<file path="src/rtl/chan_pkg.sv">
package chan_pkg;

  // index width for a storage of n entries, never below one bit
  function automatic int unsigned idx_bits(input int unsigned n);
    return (n < 2) ? 1 : $clog2(n);
  endfunction

  // what the channel does on one host edge
  typedef enum logic [1:0] {
    OP_IDLE = 2'b00,
    OP_PUSH = 2'b10,
    OP_POP  = 2'b01,
    OP_BOTH = 2'b11
  } chan_op_e;

endpackage

</file>
<file path="src/rtl/chan_ctrl.sv">
module chan_ctrl
  import chan_pkg::*;
#(
  parameter int unsigned LAT   = 2,
  parameter int unsigned EXTRA = 1
) (
  input  logic clk,
  input  logic rst,
  input  logic enq_i,
  input  logic deq_i,
  output logic push_o,
  output logic pop_o,
  output logic full_o,
  output logic rdy_o,
  output logic preload_o
);
  localparam int unsigned DEPTH = LAT + EXTRA;
  localparam int unsigned CW    = $clog2(DEPTH + 1);
  localparam int unsigned PW    = $clog2(LAT + 1);

  logic [CW-1:0] cnt_q, cnt_d;
  logic [PW-1:0] pre_q;
  logic          full_q, rdy_q;
  chan_op_e      op;

  // illegal requests are filtered here and never reach the storage
  assign push_o = enq_i & ~full_q;
  assign pop_o  = deq_i & rdy_q;
  assign op     = chan_op_e'({push_o, pop_o});

  always_comb begin
    cnt_d = cnt_q;
    case (op)
      OP_PUSH: cnt_d = cnt_q + 1'b1;
      OP_POP:  cnt_d = cnt_q - 1'b1;
      default: cnt_d = cnt_q;
    endcase
  end

  always_ff @(posedge clk) begin
    if (rst) begin
      cnt_q  <= CW'(LAT);
      full_q <= 1'b0;
      rdy_q  <= 1'b1;
    end else begin
      cnt_q  <= cnt_d;
      full_q <= (cnt_d == CW'(DEPTH));
      rdy_q  <= (cnt_d != '0);
    end
  end

  // counts the preloaded zero words still ahead of real data
  always_ff @(posedge clk) begin
    if (rst)                         pre_q <= PW'(LAT);
    else if (pop_o && pre_q != '0)   pre_q <= pre_q - 1'b1;
  end

  assign full_o    = full_q;
  assign rdy_o     = rdy_q;
  assign preload_o = (pre_q != '0);
endmodule

</file>
<file path="src/rtl/chan_ptr.sv">
module chan_ptr
  import chan_pkg::*;
#(
  parameter int unsigned DEPTH = 3,
  parameter int unsigned START = 0
) (
  input  logic                        clk,
  input  logic                        rst,
  input  logic                        adv_i,
  output logic [idx_bits(DEPTH)-1:0]  ptr_o
);
  localparam int unsigned AW   = idx_bits(DEPTH);
  localparam logic [AW-1:0] LAST = AW'(DEPTH - 1);
  localparam logic [AW-1:0] INIT = AW'(START % DEPTH);

  logic [AW-1:0] ptr_q;

  always_ff @(posedge clk) begin
    if (rst)        ptr_q <= INIT;
    else if (adv_i) ptr_q <= (ptr_q == LAST) ? '0 : ptr_q + 1'b1;
  end

  assign ptr_o = ptr_q;
endmodule

</file>
<file path="src/rtl/chan_store.sv">
module chan_store
  import chan_pkg::*;
#(
  parameter int unsigned WIDTH = 8,
  parameter int unsigned DEPTH = 3
) (
  input  logic                        clk,
  input  logic                        we_i,
  input  logic [idx_bits(DEPTH)-1:0]  waddr_i,
  input  logic [WIDTH-1:0]            wdata_i,
  input  logic [idx_bits(DEPTH)-1:0]  raddr_i,
  output logic [WIDTH-1:0]            rdata_o
);
  // no reset on the array so it maps to distributed RAM
  logic [WIDTH-1:0] mem [DEPTH];

  always_ff @(posedge clk) begin
    if (we_i) mem[waddr_i] <= wdata_i;
  end

  assign rdata_o = mem[raddr_i];
endmodule

</file>
<file path="src/rtl/tgt_pipe_chan.sv">
module tgt_pipe_chan
  import chan_pkg::*;
#(
  parameter int unsigned WIDTH = 8,
  parameter int unsigned LAT   = 2,
  parameter int unsigned EXTRA = 1
) (
  input  logic             clk,
  input  logic             rst,
  input  logic             enq_i,
  input  logic [WIDTH-1:0] enq_data_i,
  output logic             full_o,
  output logic             rdy_o,
  input  logic             deq_i,
  output logic [WIDTH-1:0] deq_data_o
);
  localparam int unsigned DEPTH = LAT + EXTRA;
  localparam int unsigned AW    = idx_bits(DEPTH);

  logic          push, pop, preload;
  logic [AW-1:0] wr_ptr, rd_ptr;
  logic [WIDTH-1:0] rd_word;

  chan_ctrl #(.LAT(LAT), .EXTRA(EXTRA)) ctrl_i (
    .clk(clk), .rst(rst), .enq_i(enq_i), .deq_i(deq_i),
    .push_o(push), .pop_o(pop), .full_o(full_o), .rdy_o(rdy_o),
    .preload_o(preload)
  );

  // writes begin behind the LAT virtual zero slots
  chan_ptr #(.DEPTH(DEPTH), .START(LAT)) wptr_i (
    .clk(clk), .rst(rst), .adv_i(push), .ptr_o(wr_ptr)
  );

  chan_ptr #(.DEPTH(DEPTH), .START(0)) rptr_i (
    .clk(clk), .rst(rst), .adv_i(pop), .ptr_o(rd_ptr)
  );

  chan_store #(.WIDTH(WIDTH), .DEPTH(DEPTH)) store_i (
    .clk(clk), .we_i(push), .waddr_i(wr_ptr), .wdata_i(enq_data_i),
    .raddr_i(rd_ptr), .rdata_o(rd_word)
  );

  // preloaded slots are never written, so they read as zero here
  assign deq_data_o = preload ? '0 : rd_word;
endmodule

</file>
<file path="config.mk">
export PLATFORM = sky130hd
export DESIGN_NAME = tgt_pipe_chan
export DESIGN_NICKNAME = d
export VERILOG_FILES = /design/src/rtl/chan_pkg.sv /design/src/rtl/chan_ctrl.sv /design/src/rtl/chan_ptr.sv /design/src/rtl/chan_store.sv /design/src/rtl/tgt_pipe_chan.sv
export SDC_FILE = /design/constraint.sdc
export NUM_CORES = 1
export LEC_CHECK = 0
export ABC_AREA = 1
export BUFFER_PORTS_ARGS = -buffer_cell sky130_fd_sc_hd__buf_4
export CELL_PAD_IN_SITES_DETAIL_PLACEMENT = 0
export CELL_PAD_IN_SITES_GLOBAL_PLACEMENT = 2
export CORE_AREA = 2 2 75 77
export DETAILED_ROUTE_END_ITERATION = 7
export DIE_AREA = 0 0 77 79
export GPL_ROUTABILITY_DRIVEN = 0
export PLACE_DENSITY_LB_ADDON = 0.1
export SLEW_MARGIN = 0
export SYNTH_ARGS = -nofsm -noshare
export SYNTH_HDL_FRONTEND = slang
export SYNTH_HIERARCHICAL = 1
export SYNTH_SLANG_ARGS = --single-unit
</file>
<file path="constraint.sdc">
create_clock -name clk -period 1.95 [get_ports clk]
set_clock_uncertainty 0.05 [all_clocks]
set_input_delay 0.4875 -clock clk [delete_from_list [all_inputs] [get_ports clk]]
set_output_delay 0.4875 -clock clk [all_outputs]
set_load 0.01 [all_outputs]
</file>
=== Word level (Yosys, flattened, before mapping) ===
Memory sizes are Yosys's and may differ from the RTL's. A register that Yosys moved wholly into a read port is not among the register bits.
Index checks and enable logic that the tools add are counted.

* Memories kept: 1
* Output and inout port bits: 10
* RAM bits: 24
* Logic and storage cells: 31
* Bits in registers: 10

{| class="wikitable"
|+ Memories
! name !! depth !! width !! read ports !! clocked after Yosys merged registers in !! write ports !! RTL line !! RTL
|-
| store_i.mem || 3 || 8 || 1 || 1 || 1 || chan_store.sv:15 || <nowiki>logic [WIDTH-1:0] mem [DEPTH];</nowiki>
|}

* Bitwise operators: 3
* $add $sub $neg: 5
* Reduce and logical (&&, ||, !) cells: 3
* Eq/ne operators: 5
* Mux-type cells: 8

{| class="wikitable"
|+ Operators by type and width
! cell !! number
|-
| equality test 2 bit, second input constant || 4
|-
| 2-to-1 mux 2 bit || 4
|-
| 2-to-1 mux 8 bit || 1
|-
| adder 2 x 1 -> 2 bit, second input constant || 3
|-
| one-hot mux 2 bit (2 select lines) || 1
|-
| nonzero test 2 bit || 2
|-
| subtractor 2 x 1 -> 2 bit, second input constant || 2
|-
| AND 1 bit || 2
|-
| equality test 2 x 1 -> 1 bit, second input constant || 1
|-
| 2-to-1 mux 1 bit || 2
|-
| logical AND 1 bit || 1
|-
| inverter 1 bit || 1
|}

=== Depth between registers and ports, before layout ===
Gate-level depths: netlist of run 1.

* Depth in word-level cells: 5
* Gate-level depth with buffers: 9
* Depth with buffers taken out: 9

=== By module ===
Netlist of run 1, hierarchy kept.

{| class="wikitable"
|+ Modules (own cells, without submodules)
! module !! sequential area each (um^2) !! cells each !! instances !! area an instance (um^2)
|-
| chan_store || 720.7 || 89 || 1 || 984.7
|-
| chan_ctrl || 120.1 || 39 || 1 || 292.8
|-
| chan_ptr (wptr_i) || 40.0 || 13 || 1 || 88.8
|-
| chan_ptr (rptr_i) || 40.0 || 13 || 1 || 85.1
|-
| tgt_pipe_chan || 0.0 || 17 || 1 || 71.3
|}

=== Worst setup path after synthesis of run 1 ===
No wires, ideal clock.

* Kind: input to register
* From: input port enq_i
* To: memory store_i.mem[2][0], enable pin
* Stages on the path: 4
* Arrival time: 1.537 ns
* Path slack: -0.022 ns
* Required time: 1.515 ns
* Path through: inv_1 -> nor2_1 -> inv_1 -> nor3b_1

* Longest elaborated chain between the ends: 3

{| class="wikitable"
|+ RTL lines
! element !! RTL line !! RTL
|-
| start: declaration || tgt_pipe_chan.sv:10 || <nowiki>input logic enq_i,</nowiki>
|-
| AND 1 bit || chan_ctrl.sv:27 || <nowiki>assign push_o = enq_i & ~full_q;</nowiki>
|-
| via push || tgt_pipe_chan.sv:20 || <nowiki>logic push, pop, preload;</nowiki>
|-
| 2-to-1 mux 1 bit || chan_store.sv:18 || <nowiki>if (we_i) mem[waddr_i] <= wdata_i;</nowiki>
|-
| 2-to-1 mux 1 bit (implied by the code) || chan_store.sv:18 ||
|-
| end: declaration || chan_store.sv:15 ||
|}

The timed path passes the listed nets, and every way through them passes these cells.

=== Worst setup path after layout of run 1 ===
* From: register ctrl_i.pre_q[1]
* To: output port deq_data_o[2]

* Longest elaborated chain between the ends: 2

{| class="wikitable"
|+ RTL lines
! element !! RTL line !! RTL
|-
| start: declaration || chan_ctrl.sv:22 || <nowiki>logic [PW-1:0] pre_q;</nowiki>
|-
| start signal: assignment || chan_ctrl.sv:54 || <nowiki>if (rst) pre_q <= PW'(LAT);</nowiki>
|-
| start signal: assignment || chan_ctrl.sv:55 || <nowiki>else if (pop_o && pre_q != '0) pre_q <= pre_q - 1'b1;</nowiki>
|-
| nonzero test 2 bit || chan_ctrl.sv:60 || <nowiki>assign preload_o = (pre_q != '0);</nowiki>
|-
| via preload || tgt_pipe_chan.sv:20 ||
|-
| 2-to-1 mux 8 bit || tgt_pipe_chan.sv:45 || <nowiki>assign deq_data_o = preload ? '0 : rd_word;</nowiki>
|-
| end: declaration || tgt_pipe_chan.sv:15 || <nowiki>output logic [WIDTH-1:0] deq_data_o</nowiki>
|}

The timed path passes the listed nets, and every way through them passes these cells.

==> out/results.tsv, run 1 <==
metric	value	unit
DP Cell Count	267	
Tmin final	1.835	ns
final hold violation count	0	
CTS tree	yes	
startpoint types	flip-flop	
CTS Buffer Depth	2	
share of cells above drive strength 1	0.2427	
sequential share of the synthesized area	0.6048	
HP Class	primary input to flip-flop	
PD cells	962.5	nW/um2
Die Y	79	um
Final setup viols	0	
CP endpoint kind	output port	
clock sinks	34	
RSZ-0062 raised after global routing	false	
Yosys top cell area share	0.4733	
Arr. time, crit path	1.30	ns
largest area contributor in the netlist	edfxtp_1	
post-synthesis register bit count	34	
fillers	595	
met3 Usage GRT	0.03750	
Slew Limit Fails	0	
Worst Tran Pin Value	0.1951	ns
Total GRT Usage	0.1135	
Cell Area, Synth	1523	um2
Peak supply drop	0.3735	mV
total CTS buffers	5	
final antenna-violating net count	0	
Avg Cell Area, Syn	8.905	um2
Worst Path Class, Setup	flip-flop to output port	
Synth Flop Type	edfxtp_1	
syn nets	185	
# diodes	0	
area of the die	6083	um2
DRT Wirelength	3.164	mm
TNS Setup	0	ns
Multi-input gate area	422.9	um2
Via-to-Cell Ratio	4.061	
Starting Density	0.2853	
number of synthesized flops with an enable pin	24	
WP data required	1.41	ns
first-pass GRT wire length	5.223	mm
htree depth	2	
WL/cell	11.38	um
storage element area	923.4	um2
gr ovfl total	0	
max-cap viol count	0	
design area	1928	um2
cell leakage power	0.0009386	uW
I/O Buffers	21	
Layout Nets	219	
clk root buf	clkbuf_8	
largest net degree at the start of global routing	11	
initial antenna violation count	0	
Clock transition at path regs	0.07	ns
count leader, synth	nand2_1	
Post-DP Area	1797	um2
Die Wd	77	um
DRC	0	
outcome	completed	
met2 usage	0.1930	
Post-synth ARST share	0	
Syn. warnings	6	
routed vias	1129	
Worst-Skew Late Latency	0.27	ns
final core utilization	0.3612	
vias in the first global route	1109	
Fmax	544.8	MHz
area grow syn2layout	26.62	%
met1 usage	0.1316	
final total power	1856	uW
worst rel slew slack	0.8698	
Top Ports	22	
Top Usage Layer GRT	met2	
commonest cells in the netlist	47 x nand2_1, 44 x inv_1, 24 x edfxtp_1	
Crit Path Max Fanout	4	
filler-free cell count of the finished design	278	
synthesized instance count	171	
Pre-antenna DRT Iters	4	
core area	5338	um2
detailed placement HPWL	2.108	mm
Distinct cells, synth	20	
drt first-iter violations	36	
largest cells by area after synthesis	edfxtp_1 47%, dfxtp_1 13%, nand2_1 12%, inv_1 11%, nand3_1 4.6%	
Final period util	0.9412	
# rows	27	
-- report_power, final --
group	leakage (uW)	switching, uW	internal (uW)	total (uW)
combinational	0.000595	269	200	469
clock	0.0000395	226	253	480
sequential	0.000304	44.0	863	907
total	0.000939	540	1320	1860
-- layer usage --
layer | routed length, um | part of all wire
met1 | 1420 | 0.45
met2 | 1569 | 0.50
met3 | 119 | 0.038
met4 | 55 | 0.017
met5 | 0 | 0
-- repair_timing --
item	in CTS	in global routing
setup buffers	0	3
hold buffers	0	0
endpoints found under the hold margin	0	0
endpoints found under the setup margin	0	8
resized for setup	0	7
-- layout by cell type (no fill, tap or decap) --
master      count
dfxtp_1         8
nor2_2          1
inv_1          41
o21ai_0         2
a21oi_2         2
ha_1            1
nand4_2         1
nor2_1         11
nand4_1         1
nand3_1        14
dfxtp_2         2
nand2_2         2
buf_2           1
nor3b_2         1
edfxtp_1       24
a21oi_1         3
nor3_1          1
ha_4            1
nand2_1        47
clkbuf_1        3
buf_12          1
clkinvlp_4      1
inv_2           4
buf_4          28
clkbuf_8        5
-- metrics by stage --
stage / worst slack (ns) / hold slack (ns)
finish: 0.1146 / 0.3509
floorplan: 0.03833 / 0.3862
CTS: 0.009589 / 0.3387
global route: 0.01501 / 0.3316
detailed placement: 0.2873 / 0.4229
global placement: 0.3094 / 0.4037
-- sequential cells by signal, summed over array words and instances, names as in the netlist --
name / count
rptr_i/ptr_o: 2
ctrl_i/full_o: 1
store_i/mem: 24
ctrl_i/cnt_q: 2
ctrl_i/rdy_o: 1
wptr_i/ptr_o: 2
ctrl_i/pre_q: 2
-- final timing paths --
kind,cells past startpoint,slack [ns],end,start
worst max-delay path,6,0.11,deq_data_o[2],ctrl_i/pre_q[1]
worst min-delay path,1,0.35,store_i/mem[1][5],enq_data_i[5]
worst max register to register,8,0.46,ctrl_i/pre_q[1],ctrl_i/pre_q[1]
worst min register to register,2,0.44,ctrl_i/pre_q[0],ctrl_i/pre_q[0]
-- critical path, cell delays in order, from the launching register on --
cell	delay (ns)
dfxtp_1	0.33
inv_2	0.07
ha_4	0.14
clkinvlp_4	0.09
buf_2	0.17
nor2_1	0.11
buf_4	0.12
-- cell families after synthesis --
| kind of cell | share of synthesized area |
|---|---|
| AO/OA/AOI/OAI | 0.02794 |
| adder cells (fa/ha/maj) | 0.01643 |
| buffers and inverters | 0.1290 |
| flip-flops | 0.6048 |
| AND/OR/NAND/NOR | 0.2219 |
-- final cells by class --
type / instances / area share
flip-flops and latches: 34 / 0.4789
inverters: 46 / 0.09150
clock buffers: 8 / 0.04153
multi-input cells: 88 / 0.2193
repair buffers: 30 / 0.1220
well taps: 72 / 0.04672
Power figures use the tool's default switching activity.
==> run 2, diff against run 1 <==
--- a/config.mk
+++ b/config.mk
@@ -13,6 +13,7 @@
 export DETAILED_ROUTE_END_ITERATION = 7
 export DIE_AREA = 0 0 77 79
 export GPL_ROUTABILITY_DRIVEN = 0
+export GPL_TIMING_DRIVEN = 0
 export PLACE_DENSITY_LB_ADDON = 0.1
 export SLEW_MARGIN = 0
 export SYNTH_ARGS = -nofsm -noshare
==> out/results.tsv, run 2 (synthesized netlist as in run 1, its figures left out) <==
metric	value	unit	change
startpoint types	flip-flop		
Worst-Skew Late Latency	0.28	ns	about the same
max reg flops	24		unchanged
Top Usage Layer GRT	met2		
Arr. time, crit path	1.28	ns	-0.02 ns
most common cell after layout, fill and taps aside	nand2_1		
sw frac	0.2853		-0.005526
Total GRT Usage	0.1056		-0.007827
# rows	27		unchanged
first-pass GRT wire length	4.705	mm	-9.9%
Worst Path Class, Setup	flip-flop to output port		
met2 usage	0.1956		+0.002632
Tmin final	1.818	ns	-0.01740 ns
Place WS	-0.6400	ns	-0.9273 ns
critical path depth	8		+2
drt first-iter violations	26		-28%
WL/cell	10.61	um	-6.7%
hold wc startpoint	enq_data_i[4]		
final antenna-violating net count	0		unchanged
CTS Buffer Depth	2		unchanged
worst r2r path cells	3		-5
HP Class	primary input to flip-flop		
commonest non-fill, non-tap cells in the layout	47 x nand2_1, 44 x inv_1, 24 x edfxtp_1		
htree depth	2		unchanged
routed vias	1092		-3.3%
Worst Path Buf+Inv	4		unchanged
peak per-stage delay on the critical path	0.32	ns	about the same
cell leakage power	0.0009438	uW	+0.55%
detailed placement HPWL	2.069	mm	-1.8%
Die Y	79	um	unchanged
crit-path most repeated cell	nand2_1		
Top Ports	22		unchanged
DRT Wirelength	2.919	mm	-7.7%
largest net degree at the start of global routing	11		unchanged
met3 Usage GRT	0.04091		+0.003409
Via-to-Cell Ratio	3.971		-2.2%
CP Cell Sequence	buf_6 -> buf_12 -> nand2_1 -> nand3_1 -> nand2_1 -> inv_1 -> nor2_1 -> buf_4		
Fmax	550.1	MHz	+0.96%
share of cells above drive strength 1	0.2217		-0.02104
CTS tree	yes		
final hold violation count	0		unchanged
Slew Limit Fails	0		unchanged
slowest stage cell, crit path	dfxtp_2		
gr ovfl total	0		unchanged
CP startpoint	rptr_i/ptr_o[0]		
core area	5338	um2	unchanged
P_sw	535.0	uW	-0.88%
Clk pwr share	0.276		+0.018
RR Startpoint	ctrl_i/full_o		
Internal	1340	uW	+1.8%
PD cells	968.7	nW/um2	+0.65%
Pre-antenna DRT Iters	4		unchanged
Final period util	0.9323		-0.008924
Worst Tran Pin Value	0.7848	ns	+0.5897 ns
area of the die	6083	um2	unchanged
Starting Density	0.2853		unchanged
total CTS buffers	5		unchanged
WP data required	1.41	ns	about the same
Reg with most FFs	store_i/mem		
RSZ-0062 raised after global routing	false		
final worst slack	0.1320	ns	+0.01740 ns
vias in the first global route	1054		-5.0%
DRC	0		unchanged
hold depth	1		unchanged
initial antenna violation count	0		unchanged
sequential share of power	0.481		-0.008
design area	1936	um2	+0.39%
max-cap viol count	0		unchanged
combinational cell fraction of total power	0.243		-0.010
area grow syn2layout	27.12	%	
Layout Nets	216		-1.4%
Peak supply drop	0.4480	mV	+20%
Clock transition at path regs	0.07	ns	about the same
Post-DP Area	1775	um2	-1.2%
clock sinks	34		unchanged
clk root buf	clkbuf_8		
I/O Buffers	21		unchanged
Crit Path Max Fanout	5		+1
outcome	completed		
# diodes	0		unchanged
hold slack	0.3530	ns	+0.002066 ns
met1 usage	0.1086		-0.02294
gate family responsible for the most delay along the worst path	buffers and inverters		
Final setup viols	0		unchanged
final core utilization	0.3626		+0.001407
worst rel slew slack	0.4749		-0.3949
Die Wd	77	um	unchanged
CP endpoint kind	output port		
[run 2: metrics by stage]
step / cells / setup TNS, ns / total power (uW)
5_1_grt: 275 / 0 / 2029
4_1_cts: 272 / 0 / 1891
3_3_place_gp: 264 / -8.036 / 1337
6_report: 275 / 0 / 1875
3_5_place_dp: 264 / -8.272 / 1343
2_1_floorplan: 171 / 0 / 1191
[run 2: repair_timing]
action,in CTS,in global routing
hold buffers,0,0
setup endpoints to repair,16,16
buffers inserted,0,3
gates cloned,0,0
resized for setup,4,6
[run 2: path summary, 6_finish.rpt]
kind	slack, ns	to
worst max-delay path	0.13	deq_data_o[4]
worst min-delay path	0.35	store_i/mem[0][4]
worst max register to register	0.19	store_i/mem[1][1]
worst min register to register	0.43	ctrl_i/pre_q[0]
[run 2: power by group through the flow]
| stage | Sequential, uW | Clock (uW) | Combinational (uW) |
|---|---|---|---|
| 2_1_floorplan | 912 | 0 | 279 |
| 3_3_place_gp | 913 | 0 | 424 |
| 3_5_place_dp | 914 | 0 | 429 |
| 4_1_cts | 901 | 555 | 435 |
| 5_1_grt | 911 | 592 | 526 |
| 6_report | 902 | 517 | 456 |
[run 2: area by class of cell]
cell class / count / area, um2
fillers: 600 / 3402
flip-flops and latches: 34 / 922.1
clock inverters: 1 / 5.005
plain buffers: 3 / 33.78
well taps: 72 / 90.09
inverters: 46 / 177.7
repair buffers: 24 / 192.7
multi-input cells: 88 / 427.9
clock buffers: 7 / 86.33
[run 2: layer usage]
layer	share of wire	wire (um)
met5	0	0
met4	0.0051	15
met3	0.040	116
met2	0.51	1491
met1	0.44	1295
[run 2: worst reg2reg max path: stages, from the launching register on]
cell and delay, ns:
dfxtp_1 0.31, nor2_1 0.32, nand2_1 0.09, nor2_1 0.61
==> run 3, diff against run 2 <==
--- a/config.mk
+++ b/config.mk
@@ -14,7 +14,7 @@
 export DIE_AREA = 0 0 77 79
 export GPL_ROUTABILITY_DRIVEN = 0
 export GPL_TIMING_DRIVEN = 0
-export PLACE_DENSITY_LB_ADDON = 0.1
+export PLACE_DENSITY = 0.75
 export SLEW_MARGIN = 0
 export SYNTH_ARGS = -nofsm -noshare
 export SYNTH_HDL_FRONTEND = slang
==> out/results.tsv, run 3 (synthesized netlist as in run 1, its figures left out) <==
metric	value	unit	change
CTS tree	yes		
Fmax	545.0	MHz	-0.91%
Arr. time, crit path	1.30	ns	+0.02 ns
Worst Path Class, Setup	flip-flop to output port		
startpoint types	flip-flop		
worst rel slew slack	0.5151		+0.04022
design area	1874	um2	-3.2%
htree depth	2		unchanged
# rows	27		unchanged
gr ovfl total	0		unchanged
Layout Nets	212		-1.9%
commonest non-fill, non-tap cells in the layout	47 x nand2_1, 44 x inv_1, 24 x edfxtp_1		
PD cells	952.7	nW/um2	-1.7%
# diodes	0		unchanged
max reg flops	24		unchanged
CTS Buffer Depth	2		unchanged
cell leakage power	0.0009128	uW	-3.3%
Tmin final	1.835	ns	+0.01675 ns
I/O Buffers	21		unchanged
crit-path most repeated cell	buf_4		
first-pass GRT wire length	4.478	mm	-4.8%
outcome	completed		
Peak supply drop	0.3543	mV	-21%
clock sinks	34		unchanged
flop-to-flop setup slack	0.20	ns	about the same
fillers	573		-4.5%
Worst-Skew Late Latency	0.28	ns	about the same
Total GRT Usage	0.09742		-0.008202
peak per-stage delay on the critical path	0.32	ns	about the same
cts hold-fix bufs	0		unchanged
drt first-iter violations	32		+23%
R2R Path End	store_i/mem[0][5]		
hold slack	0.3516	ns	-0.001416 ns
area of the die	6083	um2	unchanged
initial antenna violation count	0		unchanged
WP data required	1.41	ns	about the same
DRT Wirelength	2.547	mm	-13%
clk root buf	clkbuf_8		
worst r2r path cells	3		unchanged
Place WS	-0.4526	ns	+0.1874 ns
routed vias	1038		-4.9%
Worst Tran Pin Value	0.7246	ns	-0.06011 ns
Starting Density	0.2853		unchanged
CP endpoint kind	output port		
total CTS buffers	5		unchanged
WL/cell	9.399	um	-11%
Reg with most FFs	store_i/mem		
setup bufs post-CTS	0		unchanged
RSZ-0062 raised after global routing	false		
final hold violation count	0		unchanged
max-cap viol count	0		unchanged
Die Y	79	um	unchanged
HP Class	primary input to flip-flop		
final worst slack	0.1152	ns	-0.01675 ns
core area	5338	um2	unchanged
Clock transition at path regs	0.06	ns	about the same
worst-case hold path end point	store_i/mem[0][0]		
DRC	0		unchanged
Top Ports	22		unchanged
Via-to-Cell Ratio	3.830		-3.5%
final antenna-violating net count	0		unchanged
vias in the first global route	968		-8.2%
Post-DP Area	1775	um2	unchanged
Slew Limit Fails	0		unchanged
Crit Path Max Fanout	9		+4
area grow syn2layout	23.09	%	
Final period util	0.9409		+0.008589
hold depth	1		unchanged
RR Startpoint	ctrl_i/full_o		
detailed placement HPWL	1.836	mm	-11%
most common cell after layout, fill and taps aside	nand2_1		
Die Wd	77	um	unchanged
hold wc startpoint	enq_data_i[0]		
share of cells above drive strength 1	0.2010		-0.02067
Pre-antenna DRT Iters	6		+2
largest net degree at the start of global routing	11		unchanged
slowest stage cell, crit path	dfxtp_1		
Final setup viols	0		unchanged
CP Cell Sequence	buf_4 -> inv_6 -> nand3_1 -> nand2_1 -> inv_1 -> nor2_1 -> buf_4		
## run 3: cell count changes in the layout (fill, tap and decap cells not counted), sizes merged
cell	change
clkinv	+1
clkbuf	-1
buf	-4
## run 3: routing by layer
layer	wire, um	track usage
met1	1073	0.1105
met2	1293	0.1614
met3	140	0.04432
met4	40	0.03750
met5	0	0
## run 3: worst max path at each step
| stage | from | end | cells after the start |
|---|---|---|---|
| floorplan | enq_i | store_i/mem[0][0] | 4 |
| global placement | enq_i | store_i/mem[0][4] | 5 |
| detailed placement | enq_i | store_i/mem[0][4] | 5 |
| CTS | rptr_i/ptr_o[1] | deq_data_o[7] | 7 |
| global route | rptr_i/ptr_o[1] | deq_data_o[7] | 7 |
| finish | rptr_i/ptr_o[1] | deq_data_o[7] | 7 |
## run 3: report_power, final
part	internal, uW	switching (uW)	total, uW
Combinational	166	241	407
Sequential	863	47.8	911
Clock	245	223	467
## run 3: area by class of cell
type | instances | area, um2 | share of cell area
multi-input combinational | 88 | 421.7 | 0.2250
buffer | 2 | 18.77 | 0.01001
clock buffer | 6 | 72.57 | 0.03872
timing repair buffer | 21 | 157.7 | 0.08411
sequential | 34 | 924.6 | 0.4933
inverter | 46 | 180.2 | 0.09613
clock inverter | 2 | 8.758 | 0.004673
tap | 72 | 90.09 | 0.04806
## run 3: critical path: cells and delay by family, from the launching register on
kind / cells / cell delay (ns)
and+or+nand+nor: 3 / 0.25
buffers and inverters: 4 / 0.44
DFF: 1 / 0.32
## run 3: what timing repair did
item	CTS	global route
gates resized for setup	4	6
pin swaps	0	0
setup endpoints to repair	11	16
hold endpoints to repair	0	0
## run 3: stage by stage
step,std cells,total power (uW),utilization,setup TNS [ns]
floorplan,171,1191,-,0
global placement,264,1334,0.3326,-5.772
detailed placement,264,1333,0.3326,-5.399
CTS,272,1819,0.3502,0
global route,271,1940,0.3511,0
finish,271,1786,0.3511,0
